==> config.mk <==
export PLATFORM = sky130hd
export DESIGN_NAME = nibble_bank_mapper
export DESIGN_NICKNAME = d
export VERILOG_FILES = /design/src/rtl/nbr_pkg.sv /design/src/rtl/nbr_decode.sv /design/src/rtl/nbr_regfile.sv /design/src/rtl/nbr_xlate.sv /design/src/rtl/nibble_bank_mapper.sv
export SDC_FILE = /design/constraint.sdc
export NUM_CORES = 1
export LEC_CHECK = 0
export ABC_AREA = 1
export CAP_MARGIN = 20
export CORE_UTILIZATION = 25
export DETAILED_ROUTE_END_ITERATION = 6
export PLACE_DENSITY = 0.52
export SLEW_MARGIN = 30
export SYNTH_ARGS = -nofsm -noshare
export SYNTH_HDL_FRONTEND = slang
export SYNTH_SLANG_ARGS = --single-unit
==> constraint.sdc <==
create_clock -name clk -period 2.2 [get_ports clk]
set_input_delay 0.44 -clock clk [delete_from_list [all_inputs] [get_ports clk]]
set_output_delay 0.44 -clock clk [all_outputs]
set_load 0.01 [all_outputs]
==> src/rtl/nbr_pkg.sv <==
// Shared constants and types for the nibble-loaded bank register file.
// Assumes 8-bit pattern registers built from two 4-bit halves.
package nbr_pkg;
    localparam int NIB_W      = 4;
    localparam int CHR_REG_W  = 2 * NIB_W;
    localparam int CHR_SLOTS  = 8;
    localparam int SLOT_W     = $clog2(CHR_SLOTS);
    localparam int PRG_SLOTS  = 4;
    localparam int CHR_PAGE_W = CHR_REG_W + 1;

    typedef enum logic [2:0] {
        WK_NONE,
        WK_PRG0,
        WK_PRG1,
        WK_MIRR,
        WK_CHR_LO,
        WK_CHR_HI
    } wr_kind_e;
endpackage

==> src/rtl/nbr_decode.sv <==
// Address decoder: classifies a CPU write and picks the pattern slot.
// Assumes a 16-bit address; purely combinational, no state.
module nbr_decode
    import nbr_pkg::*;
#(
    parameter int ADDR_W = 16
) (
    input  logic [ADDR_W-1:0] addr,
    input  logic              wr,
    output wr_kind_e          kind,
    output logic [SLOT_W-1:0] slot
);
    logic              in_chr_range;
    logic [SLOT_W-1:0] slot_base;

    // Slot index from address bits 13:12 and bit 11 merged with bit 1
    always_comb begin
        slot_base = {addr[13:12], addr[11] | addr[1]};
        slot      = slot_base + SLOT_W'(2);
    end

    // Classify the write by range and top address nibble
    always_comb begin
        in_chr_range = (addr >= ADDR_W'(16'hB000)) && (addr <= ADDR_W'(16'hE003));
        kind = WK_NONE;
        if (wr) begin
            if (in_chr_range) begin
                kind = addr[0] ? WK_CHR_HI : WK_CHR_LO;
            end else begin
                case (addr[ADDR_W-1 -: 4])
                    4'h8:    kind = WK_PRG0;
                    4'h9:    kind = WK_MIRR;
                    4'hA:    kind = WK_PRG1;
                    default: kind = WK_NONE;
                endcase
            end
        end
    end
endmodule

==> src/rtl/nbr_regfile.sv <==
// Register file: two program bank bytes, a mirroring bit and eight
// pattern bank bytes loaded one nibble per write. Synchronous active-low reset.
module nbr_regfile
    import nbr_pkg::*;
#(
    parameter int PRG_W = 8
) (
    input  logic                                  clk,
    input  logic                                  rst_n,
    input  wr_kind_e                              kind,
    input  logic [SLOT_W-1:0]                     slot,
    input  logic [7:0]                            data,
    output logic [PRG_W-1:0]                      prg0_q,
    output logic [PRG_W-1:0]                      prg1_q,
    output logic                                  mirr_q,
    output logic [CHR_SLOTS-1:0][CHR_REG_W-1:0]   chr_q
);
    // Program registers and mirroring bit
    always_ff @(posedge clk) begin
        if (!rst_n) begin
            prg0_q <= PRG_W'(0);
            prg1_q <= PRG_W'(1);
            mirr_q <= 1'b0;
        end else begin
            if (kind == WK_PRG0) prg0_q <= PRG_W'(data);
            if (kind == WK_PRG1) prg1_q <= PRG_W'(data);
            if (kind == WK_MIRR) mirr_q <= data[0];
        end
    end

    // One nibble-loaded pattern register per slot
    for (genvar s = 0; s < CHR_SLOTS; s++) begin : g_chr
        localparam logic [CHR_REG_W-1:0] RST_VAL =
            (s < CHR_SLOTS / 2) ? {CHR_REG_W{1'b1}} : CHR_REG_W'(s);
        always_ff @(posedge clk) begin
            if (!rst_n) begin
                chr_q[s] <= RST_VAL;
            end else if (slot == SLOT_W'(s)) begin
                if (kind == WK_CHR_LO) chr_q[s][NIB_W-1:0]         <= data[NIB_W-1:0];
                if (kind == WK_CHR_HI) chr_q[s][CHR_REG_W-1:NIB_W] <= data[NIB_W-1:0];
            end
        end
    end


    hold_when_idle_chk: assert property (@(posedge clk) disable iff (!rst_n)
        (kind == WK_NONE) |=> ($stable(chr_q) && $stable(prg0_q) && $stable(prg1_q) && $stable(mirr_q)));


    lo_nibble_load_chk: assert property (@(posedge clk) disable iff (!rst_n)
        (kind == WK_CHR_LO) |=> (chr_q[$past(slot)][NIB_W-1:0] == $past(data[NIB_W-1:0]))
            && (chr_q[$past(slot)][CHR_REG_W-1:NIB_W] == $past(chr_q[slot][CHR_REG_W-1:NIB_W])));


    hi_nibble_load_chk: assert property (@(posedge clk) disable iff (!rst_n)
        (kind == WK_CHR_HI) |=> (chr_q[$past(slot)][CHR_REG_W-1:NIB_W] == $past(data[NIB_W-1:0]))
            && (chr_q[$past(slot)][NIB_W-1:0] == $past(chr_q[slot][NIB_W-1:0])));


    prg0_load_chk: assert property (@(posedge clk) disable iff (!rst_n)
        (kind == WK_PRG0) |=> (prg0_q == PRG_W'($past(data))) && $stable(prg1_q));
endmodule

==> src/rtl/nbr_xlate.sv <==
// Page translator: turns register contents, the bank count and the outer
// bit into page numbers. Combinational; clock only feeds the checks.
module nbr_xlate
    import nbr_pkg::*;
#(
    parameter int PRG_W = 8
) (
    input  logic                                  clk,
    input  logic                                  rst_n,
    input  logic [PRG_W-1:0]                      prg0_q,
    input  logic [PRG_W-1:0]                      prg1_q,
    input  logic                                  mirr_q,
    input  logic [CHR_SLOTS-1:0][CHR_REG_W-1:0]   chr_q,
    input  logic [PRG_W-1:0]                      bank_count,
    input  logic                                  outer,
    output logic [PRG_SLOTS*PRG_W-1:0]            prg_pages,
    output logic [CHR_SLOTS*CHR_PAGE_W-1:0]       chr_pages,
    output logic                                  mirror_horiz
);
    logic [PRG_W-1:0] fixed_lo;
    logic [PRG_W-1:0] fixed_hi;

    // Fixed upper pages counted back from the bank count, wrapped by it
    always_comb begin
        fixed_hi = bank_count - PRG_W'(1);
        fixed_lo = (bank_count == PRG_W'(1)) ? PRG_W'(0) : bank_count - PRG_W'(2);
        prg_pages = {fixed_hi, fixed_lo, prg1_q, prg0_q};
        mirror_horiz = mirr_q;
    end

    // Pattern pages: outer bit above each register value
    for (genvar s = 0; s < CHR_SLOTS; s++) begin : g_page
        assign chr_pages[s*CHR_PAGE_W +: CHR_PAGE_W] = {outer, chr_q[s]};


        outer_bit_chk: assert property (@(posedge clk) disable iff (!rst_n)
            chr_pages[s*CHR_PAGE_W + CHR_REG_W] == outer);
    end


    fixed_adjacent_chk: assert property (@(posedge clk) disable iff (!rst_n)
        (bank_count >= PRG_W'(2)) |-> (prg_pages[3*PRG_W +: PRG_W] == prg_pages[2*PRG_W +: PRG_W] + PRG_W'(1)));


    fixed_in_range_chk: assert property (@(posedge clk) disable iff (!rst_n)
        (bank_count != PRG_W'(0)) |-> (prg_pages[3*PRG_W +: PRG_W] < bank_count)
            && (prg_pages[2*PRG_W +: PRG_W] < bank_count));
endmodule

==> src/rtl/nibble_bank_mapper.sv <==
// Top: gates CPU writes with the personality enable, decodes them, holds
// the bank registers and presents page numbers. Synchronous active-low reset.
module nibble_bank_mapper
    import nbr_pkg::*;
#(
    parameter int ADDR_W = 16,
    parameter int PRG_W  = 8
) (
    input  logic                              clk,
    input  logic                              rst_n,
    input  logic                              wr_en,
    input  logic                              cpu_wr,
    input  logic [ADDR_W-1:0]                 wr_addr,
    input  logic [7:0]                        wr_data,
    input  logic [PRG_W-1:0]                  prg_bank_count,
    input  logic                              chr_outer,
    output logic [PRG_SLOTS*PRG_W-1:0]        prg_pages,
    output logic [CHR_SLOTS*CHR_PAGE_W-1:0]   chr_pages,
    output logic                              mirror_horiz
);
    wr_kind_e                              kind;
    logic [SLOT_W-1:0]                     slot;
    logic [PRG_W-1:0]                      prg0_q;
    logic [PRG_W-1:0]                      prg1_q;
    logic                                  mirr_q;
    logic [CHR_SLOTS-1:0][CHR_REG_W-1:0]   chr_q;
    logic                                  wr_go;

    // Only accept writes while this personality is selected
    assign wr_go = cpu_wr & wr_en;

    nbr_decode #(.ADDR_W(ADDR_W)) u_dec (
        .addr (wr_addr),
        .wr   (wr_go),
        .kind (kind),
        .slot (slot)
    );

    nbr_regfile #(.PRG_W(PRG_W)) u_regs (
        .clk    (clk),
        .rst_n  (rst_n),
        .kind   (kind),
        .slot   (slot),
        .data   (wr_data),
        .prg0_q (prg0_q),
        .prg1_q (prg1_q),
        .mirr_q (mirr_q),
        .chr_q  (chr_q)
    );

    nbr_xlate #(.PRG_W(PRG_W)) u_xlate (
        .clk          (clk),
        .rst_n        (rst_n),
        .prg0_q       (prg0_q),
        .prg1_q       (prg1_q),
        .mirr_q       (mirr_q),
        .chr_q        (chr_q),
        .bank_count   (prg_bank_count),
        .outer        (chr_outer),
        .prg_pages    (prg_pages),
        .chr_pages    (chr_pages),
        .mirror_horiz (mirror_horiz)
    );


    gated_write_chk: assert property (@(posedge clk) disable iff (!rst_n)
        (cpu_wr && !wr_en) |=> ($stable(chr_pages) || $changed(chr_outer)) && $stable(mirror_horiz));


    mirror_load_chk: assert property (@(posedge clk) disable iff (!rst_n)
        (wr_go && wr_addr[ADDR_W-1 -: 4] == 4'h9) |=> (mirror_horiz == $past(wr_data[0])));
endmodule

### Word level (Yosys, flattened, before mapping)

Cells that the tools add are included.

| cells by class | value |
|---|---|
| add/sub/neg operators | 3 |
| order comparisons | 2 |
| eq/ne operators | 16 |
| multiplexer cells | 5 |
| bitwise gates (word level) | 2 |
| reductions and logical operators | 18 |

Operators with widths:

| operator | number |
|---|---|
| AND reduction 2 bit | 16 |
| == test 3 bit (second input constant) | 6 |
| greater-or-equal comparator 16 bit (second input constant) | 1 |
| less-or-equal comparator 16 bit (second input constant) | 1 |
| == test 3 x 2 -> 1 bit (second input constant) | 4 |
| == test 4 bit (second input constant) | 3 |
| == test 8 x 1 -> 1 bit (second input constant) | 1 |
| 2-to-1 mux 8 bit | 1 |
| subtractor 8 x 1 -> 8 bit (second input constant) | 1 |
| subtractor 8 x 2 -> 8 bit (second input constant) | 1 |
| == test 3 x 1 -> 1 bit (second input constant) | 2 |
| 2-to-1 mux 3 bit | 2 |
| one-hot mux 2 bit (3 select lines) | 1 |
| adder 3 x 2 -> 3 bit (second input constant) | 1 |
| logical NOT 3 bit | 1 |
| AND 1 bit | 1 |
| logical AND 1 bit | 1 |
| 2-to-1 mux 1 bit | 1 |
| OR 1 bit | 1 |

| storage, ports and cells | value |
|---|---|
| register bits after elaboration | 81 |
| input port bits | 37 |
| output and inout port bits | 105 |

### Logic depth before layout (Yosys ltp)

| logic depth | value |
|---|---|
| word-level depth | 6 |
| mapped depth | 13 |
| mapped depth without buffers | 12 |

### Hierarchy

From an unflattened synthesis, not the netlist that was laid out.

| unflattened totals | value |
|---|---|
| cells, all modules | 618 |
| area, all modules | 4330.4 µm² |

Modules (own cells, without submodules):

| module | instances | cells an instance | area each (µm²) | sequential area each (µm²) |
|---|---|---|---|---|
| nbr_regfile | 1 | 421 | 3101.7 | 1621.6 |
| nbr_xlate | 1 | 158 | 1017.2 | 0.0 |
| nbr_decode | 1 | 37 | 203.9 | 0.0 |
| nibble_bank_mapper | 1 | 2 | 7.5 | 0.0 |

### Worst setup path before layout

Ideal clock, no wire load.

| timing | value |
|---|---|
| path kind | input port to output port |
| from | input prg_bank_count[1] |
| to | output prg_pages[21] |
| arrival | 1.446 ns |
| data required time | 1.760 ns |
| setup slack | 0.314 ns |
| stages on the path | 7 |
| path buffers | 0 |
| cell sequence | inv_1 > ha_1 > inv_1 > or2_2 > nor2_1 > o21ai_0 > a21oi_1 |

| on the way | value |
|---|---|
| word-level cells in the longest chain between the ends | 2 |
| elaborated cells on any way between the ends | 3 |
| classes of those cells | add/sub: 1; eq/ne: 1; mux: 1 |

RTL lines:

| what | RTL line | RTL |
|---|---|---|
| from (decl) | nibble_bank_mapper.sv:15 | `input logic [PRG_W-1:0] prg_bank_count,` |
| subtractor 8 x 2 -> 8 bit / == test 8 x 1 -> 1 bit (equally long branches) | nbr_xlate.sv:26 | `fixed_lo = (bank_count == PRG_W'(1)) ? PRG_W'(0) : bank_count - PRG_W'(2);` |
| 2-to-1 mux 8 bit * | nbr_xlate.sv:26 |  |
| to (decl) | nibble_bank_mapper.sv:17 | `output logic [PRG_SLOTS*PRG_W-1:0] prg_pages,` |

Every way passes the cells marked *; elsewhere a longest branch is shown, timed or not.

### Worst setup path in the final report

| timing | value |
|---|---|
| from | input prg_bank_count[2] |
| to | output prg_pages[31] |

| on the way | value |
|---|---|
| word-level cells in the longest chain between the ends | 1 |

RTL lines:

| what | RTL line | RTL |
|---|---|---|
| subtractor 8 x 1 -> 8 bit | nbr_xlate.sv:25 | `fixed_hi = bank_count - PRG_W'(1);` |

Every way passes these cells.

==> results.cfg <==
[floorplanning]
coreArea_mm2 = 0.0146
fp-row-count = 44
die_w_um = 125
start_util_pct = 25.7
die_h_um = 125
ios = 142
die_area_mm2 = 0.0155

[yosys]
synthFlopType = dfxtp_1
yosysSeqAreaShare_pct = 43.2
synth_area_per_cell_um2 = 7.07
post_synth_inst_count = 531
yosysTopAreaCellShare_pct = 43.2
synth-seq-cells = 81
async_reset_ff_share_pct = 0
yosys.area.top_type = dfxtp_1
ys_types = 26
yosys_warnings = 0
synth_area_mm2 = 0.00376
ys_top_cells_by_area = dfxtp_1 43%, nand2_1 15%, nor2_1 8.7%, nand3_1 7.2%, nor2_4 5.1%
synth_edf_count = 0
syn-num-nets = 576

[place]
dp_hpwl_um = 8250
portBuffers = 132
globalplace.congestion = 0.805
place_area_mm2 = 0.00548
placed_cells = 857

[setup_path]
cp_max_fo = 3
worstRegToRegCells = 2
regToRegStartpoint = u_regs.prg1_q[4]
cp_slowest_stage_delay_ns = 0.24
cpMaxStageDelayCell = dlygate4sd2_1
crit_path_start_kind = input port
cp.required_ns = 1.76
r2r_end = u_regs.prg1_q[4]
rrSetupSlack_ns = 1.54
startpoint = prg_bank_count[2]
crit_chain = dlygate4sd2_1 -> inv_2 -> buf_4 -> ha_1 -> a21oi_2 -> nand4_1 -> xor2_1 -> buf_2
cp.arrival_ns = 1.67
critPathKind = input port to primary output
end_kind = primary output

[pwr]
p_per_area_mw_per_mm2 = 593
ir_drop_v = 0.000288
power_leakage_nw = 2.55

[sta]
worstMarginPinSlew_ns = 0.502
hold_violations = 0
fin_crit_sh_pct = 96.0
max_slew_margin_pct = 66.2
rsz0062_at_grt = no
setup_viol = 0
fin_skew_ns = 0
fin_crit_ns = 2.11
slew_violations = 0
fmax_mhz = 474

[drt]
drt_iter0_drc = 162
vias = 3782
viasPerCell = 4.32
drc_errors = 0
wire_per_inst_um = 12.6
dr.pass1.iters = 4
drtAntennaViolNets = 0
wl_um = 11000

[clocking]
clock_latency_ns = 0.35
cts-hold-fix-buffers = 0
cts_inserted_buffers = 9
htreeDepth = 3
cts-root-buf = clkbuf_16
cts_tree = done
clock_sinks = 81
clk_pin_slew_ns = 0.06
clk_path_buf_depth = 2

[final_layout]
fillers = 1491
finalCoreUtilization_pct = 39.9
final_nets = 732
mostFrequentLayoutCell = nand2_1
drive_above_1_share_pct = 16.8
n_antenna_cell = 0
final_area_mm2 = 0.00582
stdcell_count = 876
area_delta_synth_final_pct = 55.0
final_cell_mix = 153 x nand2_1, 110 x clkdlybuf4s50_1, 84 x nor2_1

[global_routing]
grt_pass1_vias = 3621
grt_max_degree = 63
track_usage_pct = 14.6
grt_remaining_overflow = 0
grt_pass1_wl_um = 18200
antenna_found_initial = 0

[hold_path]
holdPathEnd = u_regs.chr_q[40]
hold_start = u_regs.chr_q[40]
hold_path_depth = 2
hold_path.class = flop to flop

[status]
status = completed

[run]
drv_cap = 0
synth_stat cells, types with 8 or more instances:
cell      number
nand2_1      154
nor2_1        87
dfxtp_1       81
nand3_1       54
inv_1         37
nor2_4        17
a21oi_1       13
inv_2         13
clkbuf_1      12
o21ai_0       12
nor3_1        11
buf_4          8
ha_1           8
area by class of cell:
type / count / area [um^2] / share of cell area [%]
multi-input combinational: 375 / 1870 / 32.2
sequential: 81 / 1620 / 27.9
tap: 184 / 230 / 3.96
clock inverter: 5 / 63.8 / 1.10
inverter: 52 / 198 / 3.40
clock buffer: 11 / 243 / 4.17
timing repair buffer: 168 / 1590 / 27.4
per-layer routing:
metal / routed length, um / share of wire (%) / track usage [%]
met3: 709 / 6.4 / 4.51
met4: 215 / 2.0 / 5.32
met2: 5200 / 47 / 24.4
met1: 4890 / 44 / 17.6
met5: 0 / 0 / 0
sequential cells by signal, summed over array words and instances, names as in the netlist:
register and cells:
u_regs.chr_q 64, u_regs.mirr_q 1, u_regs.prg0_q 8, u_regs.prg1_q 8
report_power, final:
| part | internal [mW] | leakage, nW | switching (mW) | total [mW] |
|---|---|---|---|---|
| sequential | 1.48 | 0.655 | 0.00853 | 1.49 |
| combinational | 0.188 | 1.74 | 0.222 | 0.410 |
| clock | 0.918 | 0.146 | 0.631 | 1.55 |
cell families (layout without fill, tap and decap cells):
kind of cell	after synthesis	count (layout)	share of synthesized area, %
AOI/OAI and AO/OA	30	30	4.40
xor gates and xnor gates	6	6	1.40
adders and majority gates	8	8	2.66
buffers and inverters	75	236	8.39
DFF	81	81	43.2
and+or+nand+nor	331	331	40.0
through the flow:
stage	setup slack [ns]	TNS (ns)	hold WS (ns)	power (mW)
floorplan	0.314	0	0.489	1.72
global placement	-0.578	-18.63	0.445	1.94
detailed placement	-0.606	-21.00	0.451	1.94
CTS	0.00636	0	0.467	3.48
global route	0.00267	0	0.486	3.60
finish	0.0885	0	0.460	3.45
worst max path at each step:
stage               depth (start not counted)             to  slack (ns)
CTS                                         9  prg_pages[21]       0.006
global placement                            9  prg_pages[21]       -0.58
floorplan                                   7  prg_pages[21]        0.31
global route                               10  prg_pages[21]       0.003
detailed placement                          9  prg_pages[21]       -0.61
finish                                      8  prg_pages[31]        0.09
what timing repair did:
action	CTS	global route
buffers inserted	3	0
setup endpoints to repair	15	47
pin swaps	5	6
gates resized for setup	47	22
critical path, delay by kind of cell:
kind | cells | cell delay, ns
buf+inv | 4 | 0.56
xor+xnor | 1 | 0.17
fa+ha+maj | 1 | 0.18
simple gates | 1 | 0.15
compound gates | 1 | 0.17
Note: power is estimated with default switching activity, not from simulation.
